[src/rtl/mem_phase_arbiter.sv]
module mem_phase_arbiter #(
  parameter int AW = 16,
  parameter int DW = 8
) (
  input  logic          clk,
  input  logic          rst,
  output logic          cpu_clk,
  input  logic          cpu_mreq,
  input  logic          cpu_iorq,
  input  logic          cpu_wr,
  input  logic [AW-1:0] cpu_addr,
  input  logic [DW-1:0] cpu_wdata,
  output logic [DW-1:0] cpu_rdata,
  input  logic [AW-3:0] vid_addr,
  output logic [DW-1:0] vid_rdata,
  output logic [AW-3:0] rom_addr,
  output logic          rom_upper,
  input  logic [DW-1:0] rom_rdata,
  output logic [AW-1:0] ram_addr,
  output logic [DW-1:0] ram_wdata,
  output logic          ram_we,
  input  logic [DW-1:0] ram_rdata
);
  localparam int WAW = AW - 2;
  localparam logic [1:0] PH_CPU_WR  = 2'd0;
  localparam logic [1:0] PH_CPU_END = 2'd1;
  localparam logic [1:0] PH_VID_END = 2'd3;

  logic [1:0] seq;

  wire [1:0] region = cpu_addr[AW-1:WAW];
  wire in_rom = (region == 2'b00) || (region == 2'b11);
  wire mem_rd = cpu_mreq & ~cpu_wr;
  wire mem_wr = cpu_mreq & cpu_wr;
  wire io_rd  = ~cpu_mreq & cpu_iorq & ~cpu_wr;

  always_ff @(posedge clk or posedge rst)
    if (rst) seq <= 2'd0;
    else     seq <= seq + 2'd1;

  assign cpu_clk   = seq[1];
  assign ram_addr  = seq[1] ? {2'b11, vid_addr} : cpu_addr;
  assign ram_wdata = cpu_wdata;
  assign ram_we    = (seq == PH_CPU_WR) && mem_wr;
  assign rom_addr  = cpu_addr[WAW-1:0];
  assign rom_upper = cpu_addr[AW-1];

  always_ff @(posedge clk or posedge rst)
    if (rst) cpu_rdata <= '0;
    else if (seq == PH_CPU_END) begin
      if (mem_rd)     cpu_rdata <= in_rom ? rom_rdata : ram_rdata;
      else if (io_rd) cpu_rdata <= '0;
    end

  always_ff @(posedge clk or posedge rst)
    if (rst) vid_rdata <= '0;
    else if (seq == PH_VID_END) vid_rdata <= ram_rdata;
endmodule

[config.mk]
export PLATFORM = sky130hd
export DESIGN_NAME = mem_phase_arbiter
export DESIGN_NICKNAME = d
export VERILOG_FILES = /design/src/rtl/mem_phase_arbiter.sv
export SDC_FILE = /design/constraint.sdc
export NUM_CORES = 1
export LEC_CHECK = 0
export BUFFER_PORTS_ARGS = -buffer_cell sky130_fd_sc_hd__buf_2
export CORE_ASPECT_RATIO = 1.5
export CORE_UTILIZATION = 35
export CTS_CLUSTER_SIZE = 14
export DETAILED_ROUTE_END_ITERATION = 7
export PLACE_DENSITY_LB_ADDON = 0.3
export SETUP_SLACK_MARGIN = 0.05
export SLEW_MARGIN = 0
export SYNTH_ARGS = -nofsm -noshare
export SYNTH_HDL_FRONTEND = slang
export SYNTH_SLANG_ARGS = --single-unit
[constraint.sdc]
create_clock -name clk -period 1.76 [get_ports clk]
set_input_delay 0.352 -clock clk [delete_from_list [all_inputs] [get_ports clk]]
set_output_delay 0.352 -clock clk [all_outputs]
set_load 0.03 [all_outputs]
After elaboration in Yosys (flattened, before gate mapping) --
Cells that the tools add are included.
Word-level totals: register bits 18, word-level logic and storage cells 23, input bits 59, output and inout bits 57
Operators by class: reductions and logical operators 6, equal/unequal tests 3, add/subtract/negate cells 1, bitwise operators 6, multiplexer cells 4
Operators by type and width (count):
- $mux W8 | 3
- $mux W16 | 1
- $and A1 B1 Y1 | 4
- $eq A2 B2 Y1 const B | 2
- $logic_not A2 Y1 | 2
- $add A2 B1 Y2 const B | 1
- $eq A2 B1 Y1 const B | 1
- $not A1 Y1 | 2
- $reduce_and A2 Y1 | 1
- $reduce_bool A2 Y1 | 1
- $logic_and A1 B1 Y1 | 1
- $logic_or A1 B1 Y1 | 1

Longest topological paths before layout --
Gate-level depths: netlist (run 1).
depth after elaboration 5, gate-level depth with buffers 7, mapped depth without buffers 5

Worst setup path before layout (run 1) --
No wires, ideal clock.
path type register -> output, start point register seq[1], end point output ram_we, slack -84 ps, required time 1408 ps, path buffers 2, data arrival time 1492 ps, stages on the path, launching flop included 6, path through dfrtp_1 > buf_2 > buf_2 > inv_1 > ha_1 > and3_1
On the way: word-level cells in the longest chain between the ends 2
Ends and longest elaborated chain:
- start, declared | RTL line 29 | logic [1:0] seq;
- start signal, assigned | RTL line 39 | else seq <= seq + 2'd1;
- $logic_not A2 Y1 | RTL line 44 | assign ram_we = (seq == PH_CPU_WR) && mem_wr;
- $logic_and A1 B1 Y1 | RTL line 44
- end, declared | RTL line 21 | output logic ram_we,
No other way between the ends.

Worst setup path in the final report (run 1) --
start point register seq[1], end point output ram_addr[11]
On the way: word-level cells in the longest chain between the ends 1
Ends and longest elaborated chain:
- $mux W16 | RTL line 42 | assign ram_addr = seq[1] ? {2'b11, vid_addr} : cpu_addr;
- end, declared | RTL line 19 | output logic [AW-1:0] ram_addr,
No other way between the ends.

==> run_summary.xml, run 1 <==
<?xml version="1.0" encoding="UTF-8"?>
<metrics>
  <group name="placed_design">
    <metric name="numPortBuffers" unit="">99</metric>
    <metric name="number_of_placed_cells_counting_well_taps" unit="">208</metric>
    <metric name="place_congestion" unit="">0.703</metric>
    <metric name="post-dp-hpwl" unit="um">2340</metric>
  </group>
  <group name="run">
    <metric name="maxcap_viol_count" unit="">0</metric>
  </group>
  <group name="sta">
    <metric name="maxSlewHeadroom" unit="%">53.4</metric>
    <metric name="finalSetupTns" unit="ns">0</metric>
    <metric name="final-hold-violation-count" unit="">0</metric>
    <metric name="rsz_0062_raised_after_global_routing" unit="">true</metric>
    <metric name="worst-slew-pin-transition" unit="ns">0.698</metric>
    <metric name="min_cycle_time_layout" unit="ns">1.72</metric>
    <metric name="clock_skew" unit="ns">0.00122</metric>
    <metric name="final_max_slew_viol_count" unit="">0</metric>
    <metric name="clock.fmax" unit="GHz">0.582</metric>
    <metric name="fraction_of_the_cycle_the_final_worst_path_needs" unit="%">97.6</metric>
    <metric name="finalSetupViolations" unit="">0</metric>
  </group>
  <group name="route">
    <metric name="wl_per_cell" unit="um">13.5</metric>
    <metric name="initialDrtViolationCount" unit="">13</metric>
    <metric name="post_drt_via_cell_ratio" unit="">4.69</metric>
    <metric name="antenna_violating_nets_post_route" unit="">0</metric>
    <metric name="1st_pass_router_iterations" unit="">2</metric>
    <metric name="route.final.wire_length" unit="um">2940</metric>
    <metric name="drc" unit="">0</metric>
    <metric name="detailroute.via_count" unit="">1018</metric>
  </group>
  <group name="worst_setup_path">
    <metric name="critical_path_peak_fanout" unit="">9</metric>
    <metric name="critPathRequiredTime" unit="ns">1.41</metric>
    <metric name="worst-endpoint-arrival" unit="ns">1.37</metric>
    <metric name="criticalPathCategory" unit="">register to output pin</metric>
    <metric name="critical_path.startpoint" unit="">seq[1]$_DFF_PP0_</metric>
    <metric name="timing.critical_path.from_type" unit="">register</metric>
    <metric name="rr_startpoint" unit="">seq[1]$_DFF_PP0_</metric>
    <metric name="cp_cell_sequence" unit="">buf_8 &gt; mux2_1 &gt; buf_6</metric>
    <metric name="crit_path_end_kind" unit="">output pin</metric>
    <metric name="crit_slowest_cell" unit="">dfrtp_4</metric>
    <metric name="worst_path_largest_cell_delay" unit="ns">0.50</metric>
  </group>
  <group name="synthesis">
    <metric name="syn_area" unit="um2">1150</metric>
    <metric name="synth.yosys.seq_area_share" unit="%">39.3</metric>
    <metric name="post_synth_num_cell_types" unit="">15</metric>
    <metric name="synthesis.instances" unit="">95</metric>
    <metric name="syn_avg_cell_area" unit="um2">12.1</metric>
    <metric name="yosys_reg_bits" unit="">18</metric>
    <metric name="mappedNetlistNets" unit="">157</metric>
    <metric name="ys_warn_count" unit="">0</metric>
  </group>
  <group name="cts">
    <metric name="worst_setup_hold_path_clk_slew" unit="ns">0.07</metric>
    <metric name="clock-sinks" unit="">18</metric>
    <metric name="clock_tree.htree_level_count" unit="">1</metric>
    <metric name="ctsRootBufferMaster" unit="">clkbuf_8</metric>
    <metric name="tritoncts_clock_tree" unit="">built</metric>
    <metric name="cts_buffers" unit="">3</metric>
    <metric name="clkLatencyLatePin" unit="ns">0.25</metric>
    <metric name="ctsLongestPathBuffers" unit="">2</metric>
  </group>
  <group name="floorplanning">
    <metric name="start_util" unit="%">36.6</metric>
    <metric name="die_y" unit="um">72.1</metric>
    <metric name="core_region_area" unit="um2">3130</metric>
    <metric name="row_count" unit="">25</metric>
    <metric name="floorplan.die.width" unit="um">48.7</metric>
    <metric name="die-area" unit="um2">3510</metric>
    <metric name="ios" unit="">116</metric>
  </group>
  <group name="power">
    <metric name="power_per_cell_area" unit="nW/um2">698</metric>
    <metric name="total_power" unit="W">0.00119</metric>
    <metric name="leakagePower" unit="nW">0.912</metric>
    <metric name="ir_drop" unit="mV">0.539</metric>
  </group>
  <group name="global_routing">
    <metric name="grt-ovfl-total" unit="">0</metric>
    <metric name="grt_start_max_net_pins" unit="">19</metric>
    <metric name="via_count_of_the_first_global_routing_pass" unit="">955</metric>
    <metric name="grt_antenna_before_repair" unit="">0</metric>
    <metric name="grt_use_total" unit="%">16.7</metric>
    <metric name="first_pass_grt_wire_length" unit="um">4580</metric>
  </group>
  <group name="layout">
    <metric name="fin_nets" unit="">240</metric>
    <metric name="diodes" unit="">0</metric>
    <metric name="final_core_utilization" unit="%">54.7</metric>
    <metric name="final_layout_size_suffix_gt1_share" unit="%">72.9</metric>
    <metric name="fillerInstances" unit="">272</metric>
    <metric name="syn2layout_area_growth" unit="%">49.3</metric>
    <metric name="fin_cells" unit="">217</metric>
  </group>
  <group name="hold_path">
    <metric name="timing.hold.worst.class" unit="">primary input to asynchronous set/reset pin</metric>
  </group>
  <group name="outcome">
    <metric name="run_status" unit="">complete, no violations</metric>
  </group>
</metrics>
-- worst paths after layout --
| kind | to | slack [ns] | cells past startpoint |
|---|---|---|---|
| max in group asynchronous | seq[1]$_DFF_PP0_ | 1.05 | 2 |
| min in group clk | vid_rdata[7]$_DFFE_PP0N_ | 0.35 | 2 |
| min | vid_rdata[1]$_DFFE_PP0N_ | 0.20 | 2 |
| max | ram_addr[11] | 0.04 | 3 |
| max reg2reg | vid_rdata[1]$_DFFE_PP0N_ | 0.29 | 4 |
| min reg2reg | seq[0]$_DFF_PP0_ | 0.49 | 1 |
-- cell families (layout without fill, tap and decap cells) --
| group | Yosys count | after routing | share of synthesized area, % |
|---|---|---|---|
| flops | 18 | 18 | 39.3 |
| buf+inv | 29 | 111 | 17.4 |
| compound gates | 9 | 9 | 6.55 |
| fa+ha+maj | 3 | 3 | 3.28 |
| mux | 30 | 30 | 28.6 |
| simple gates | 5 | 5 | 2.51 |
| xor+xnor | 1 | 1 | 2.40 |
-- worst max-delay path: cells and delay by family (launching register included) --
family                 cells  cell delay, ns
flip-flops                 1            0.50
multiplexers               1            0.32
buffers and inverters      2            0.29
-- per-layer routing --
metal,track usage [%],part of all wire [%]
met5,0,0
met4,2.94,0.54
met3,4.40,9.4
met2,30.6,52
met1,19.7,38
-- power breakdown --
| group | leakage [nW] | internal [W] | switching, W |
|---|---|---|---|
| clock network | 0.0288 | 0.000199 | 0.000134 |
| registers | 0.217 | 0.000446 | 0.0000165 |
| logic | 0.666 | 0.000158 | 0.000241 |
| total | 0.912 | 0.000803 | 0.000391 |
-- per-stage QoR --
| step | hold slack [ns] | area (um2) | setup WS, ns |
|---|---|---|---|
| 2_1_floorplan | 0.291 | 1150 | 0.0602 |
| 3_3_place_gp | 0.457 | 1510 | 0.195 |
| 3_5_place_dp | 0.472 | 1510 | 0.131 |
| 4_1_cts | 0.217 | 1670 | 0.0394 |
| 5_1_grt | 0.268 | 1710 | 0.00377 |
| 6_report | 0.199 | 1710 | 0.0428 |
-- cell usage in the layout (no fill, tap or decap) --
master	n
and3_1	1
buf_2	84
buf_4	3
buf_6	15
buf_8	1
clkbuf_4	1
clkbuf_8	4
dfrtp_1	17
dfrtp_4	1
ha_1	2
ha_2	1
inv_1	3
mux2_1	4
mux2_2	16
mux2_4	2
mux2i_1	8
nand2_1	1
nor2b_1	1
o21ai_1	1
o2bb2ai_1	8
or2_1	2
xnor2_4	1
-- registers in the layout, summed over array words and instances (netlist names) --
name	count
cpu_rdata	8
seq	2
vid_rdata	8
-- Yosys cell counts --
cell type  instances  area [um2]
buf_4             23         173
dfrtp_1           18         450
mux2_2            15         169
mux2i_1            8        80.1
o2bb2ai_1          8        70.1
mux2_1             7        78.8
buf_2              3        15.0
ha_1               3        37.5
inv_1              3        11.3
or2_1              2        12.5
and3_1             1        6.26
nand2_1            1        3.75
nor2b_1            1        6.26
o21ai_0            1        5.00
xnor2_4            1        27.5
-- what timing repair did --
item | in CTS | in global routing
setup buffers | 5 | 0
resized for setup | 24 | 17
pin swaps | 0 | 0
setup endpoints to repair | 15 | 18
hold buffers | 0 | 0
-- cell type report --
cell class	instances	area, um2	area share, %
well taps	40	50.0	2.92
multi-input cells	48	507	29.6
flip-flops and latches	18	454	26.5
repair buffers	104	634	37.1
inverters	3	11.3	0.658
clock buffers	4	55.1	3.22
No activity file was read; power rests on OpenSTA's default activity.
==> run 2: changes to the inputs <==
--- a/config.mk
+++ b/config.mk
@@ -12,6 +12,7 @@
 export DETAILED_ROUTE_END_ITERATION = 7
 export PLACE_DENSITY_LB_ADDON = 0.3
 export SETUP_SLACK_MARGIN = 0.05
+export SKIP_CTS_REPAIR_TIMING = 1
 export SLEW_MARGIN = 0
 export SYNTH_ARGS = -nofsm -noshare
 export SYNTH_HDL_FRONTEND = slang
==> constraint.sdc (replaced) <==
create_clock -name clk -period 1.76 [get_ports clk]
set_input_delay 0.528 -clock clk [delete_from_list [all_inputs] [get_ports clk]]
set_output_delay 0.528 -clock clk [all_outputs]
set_load 0.03 [all_outputs]
==> run 2 against run 1 <==
Effect of this change: critical endpoint is now ram_addr[5]; design area is 2.8% lower; via count grew 1.4%; the flow now finishes with violations (setup timing); critical path depth stayed put; setup slack lost 0.12 ns; non-clock buffer count grew 2; power fell by 3.0%; sequential share of layout area rose by 0.61 points.
==> run_summary.xml, run 2 (synthesis results as in run 1) <==
<?xml version="1.0" encoding="UTF-8"?>
<metrics>
  <group name="worst_setup_path">
    <metric name="criticalPathCategory" unit="">register to output pin</metric>
    <metric name="critical_path.startpoint" unit="">seq[1]$_DFF_PP0_</metric>
    <metric name="crit_slowest_cell" unit="">dfrtp_2</metric>
    <metric name="critical_path_peak_fanout" unit="">18</metric>
    <metric name="cp_cell_sequence" unit="">buf_12 &gt; mux2_2 &gt; buf_2</metric>
    <metric name="rr_startpoint" unit="">seq[1]$_DFF_PP0_</metric>
    <metric name="critPathBufInv" unit="">2</metric>
    <metric name="worst_path_largest_cell_delay" unit="ns">0.39</metric>
    <metric name="critPathRequiredTime" unit="ns">1.23</metric>
    <metric name="crit_path_end_kind" unit="">output pin</metric>
    <metric name="worst-endpoint-arrival" unit="ns">1.31</metric>
    <metric name="timing.critical_path.from_type" unit="">register</metric>
    <metric name="cell_class_contributing_the_biggest_share_of_worst_path_delay" unit="">flip-flops</metric>
  </group>
  <group name="layout">
    <metric name="syn2layout_area_growth" unit="%">45.2</metric>
    <metric name="fillerInstances" unit="">290</metric>
    <metric name="layout.cells.most_common_list" unit="">buf_2 (96), mux2_2 (22), dfrtp_1 (17)</metric>
    <metric name="design_area" unit="um2">1660</metric>
    <metric name="fin_nets" unit="">242</metric>
    <metric name="diodes" unit="">0</metric>
    <metric name="multi_input_area" unit="um2">514</metric>
    <metric name="top_regs" unit="">cpu_rdata (8), vid_rdata (8), seq (2)</metric>
    <metric name="final_layout_size_suffix_gt1_share" unit="%">76.5</metric>
    <metric name="sequential_cell_area" unit="um2">452</metric>
    <metric name="commonest_non_fill_non_tap_cell_in_the_layout" unit="">buf_2</metric>
  </group>
  <group name="route">
    <metric name="antenna_violating_nets_post_route" unit="">0</metric>
    <metric name="route.final.wire_length" unit="um">2640</metric>
    <metric name="wl_per_cell" unit="um">12.1</metric>
    <metric name="initialDrtViolationCount" unit="">2</metric>
    <metric name="1st_pass_router_iterations" unit="">2</metric>
    <metric name="post_drt_via_cell_ratio" unit="">4.71</metric>
    <metric name="drc" unit="">0</metric>
    <metric name="detailroute.via_count" unit="">1032</metric>
  </group>
  <group name="placed_design">
    <metric name="dp_worst_setup_slack" unit="ns">0.164</metric>
    <metric name="placement.cell_area" unit="um2">1550</metric>
    <metric name="numPortBuffers" unit="">99</metric>
    <metric name="place_congestion" unit="">0.813</metric>
    <metric name="post-dp-hpwl" unit="um">2240</metric>
  </group>
  <group name="cts">
    <metric name="ctsLongestPathBuffers" unit="">2</metric>
    <metric name="clkLatencyLatePin" unit="ns">0.24</metric>
    <metric name="worst_setup_hold_path_clk_slew" unit="ns">0.06</metric>
    <metric name="clock_tree.htree_level_count" unit="">1</metric>
    <metric name="ctsRootBufferMaster" unit="">clkbuf_8</metric>
    <metric name="clock-sinks" unit="">18</metric>
    <metric name="tritoncts_clock_tree" unit="">built</metric>
    <metric name="cts_buffers" unit="">3</metric>
  </group>
  <group name="global_routing">
    <metric name="grt-ovfl-total" unit="">0</metric>
    <metric name="grt_start_max_net_pins" unit="">19</metric>
    <metric name="grt_antenna_before_repair" unit="">0</metric>
    <metric name="first_pass_grt_wire_length" unit="um">4110</metric>
    <metric name="via_count_of_the_first_global_routing_pass" unit="">980</metric>
    <metric name="grt_use_total" unit="%">15.4</metric>
  </group>
  <group name="sta">
    <metric name="finalSetupViolations" unit="">15</metric>
    <metric name="min_cycle_time_layout" unit="ns">1.83</metric>
    <metric name="clock_skew" unit="ns">0.000727</metric>
    <metric name="clock.fmax" unit="GHz">0.545</metric>
    <metric name="slack_of_the_critical_path" unit="ns">-0.0734</metric>
    <metric name="rsz_0062_raised_after_global_routing" unit="">true</metric>
    <metric name="fraction_of_the_cycle_the_final_worst_path_needs" unit="%">104</metric>
    <metric name="final_max_slew_viol_count" unit="">0</metric>
    <metric name="maxSlewHeadroom" unit="%">72.1</metric>
    <metric name="worst-slew-pin-transition" unit="ns">0.418</metric>
    <metric name="worst_hold_slack" unit="ns">0.281</metric>
    <metric name="final-hold-violation-count" unit="">0</metric>
  </group>
  <group name="hold_path">
    <metric name="timing.hold.worst.class" unit="">primary input to asynchronous set/reset pin</metric>
  </group>
  <group name="power">
    <metric name="leakagePower" unit="nW">0.888</metric>
    <metric name="power_per_cell_area" unit="nW/um2">696</metric>
    <metric name="ir_drop" unit="mV">0.304</metric>
    <metric name="total_power" unit="W">0.00116</metric>
  </group>
  <group name="floorplanning">
    <metric name="row_count" unit="">25</metric>
    <metric name="ios" unit="">116</metric>
    <metric name="core_region_area" unit="um2">3130</metric>
    <metric name="die-area" unit="um2">3510</metric>
    <metric name="floorplan.die.width" unit="um">48.7</metric>
    <metric name="start_util" unit="%">36.6</metric>
    <metric name="die_y" unit="um">72.1</metric>
  </group>
  <group name="outcome">
    <metric name="run_status" unit="">finished, violations left</metric>
    <metric name="violated_checks" unit="">setup timing</metric>
  </group>
  <group name="run">
    <metric name="maxcap_viol_count" unit="">0</metric>
  </group>
</metrics>
[run 2: cell types whose count changed in the layout (fill, tap and decap cells not counted), moves of 2 or more]
cell    previous run  this run
mux2_4             2         0
buf_2             84        96
buf_4              3         6
buf_6             15         3
mux2_1             4         0
mux2_2            16        22
[run 2: final cells by class]
class	count	area share, %
clock buffer	4	3.31
inverter	3	0.827
multi-input combinational	48	30.9
sequential	18	27.1
tap	40	3.01
timing repair buffer	106	34.8
[run 2: path summary, 6_finish.rpt]
check / end / cells after the start / slack, ns
setup / recovery: ram_addr[5] / 3 / -0.07
hold / removal: vid_rdata[1]$_DFFE_PP0N_ / 3 / 0.28
setup reg to reg: cpu_rdata[4]$_DFFE_PP0P_ / 7 / 0.35
hold reg to reg: cpu_rdata[1]$_DFFE_PP0P_ / 1 / 0.48
max in group asynchronous: seq[1]$_DFF_PP0_ / 3 / 1.27
min in group clk: cpu_rdata[1]$_DFFE_PP0P_ / 1 / 0.48
[run 2: stage by stage]
stage,setup TNS [ns],utilization (%),instances
floorplan,0,-,95
detailed placement,0,49.6,212
global route,-1.70,53.2,219
finish,-0.883,53.2,219
CTS,-1.12,51.4,216
global placement,0,49.6,212
[run 2: metal layers]
layer / GRT usage, % / share of wire [%] / vias to the layer above
li1: - / - / 481
met1: 13.9 / 32 / 472
met2: 31.3 / 57 / 75
met3: 3.56 / 9.7 / 4
met4: 6.86 / 1.3 / 0
met5: 0 / 0 / -
[run 2: power by group]
group | total (W) | internal (W) | switching (W)
Clock | 0.000320 | 0.000198 | 0.000122
Sequential | 0.000461 | 0.000446 | 0.0000145
Combinational | 0.000378 | 0.000144 | 0.000234
[run 2: tightest hold or removal path, cell delays in order]
cell and delay (ns):
buf_2 0.10, inv_1 0.04, buf_4 0.23
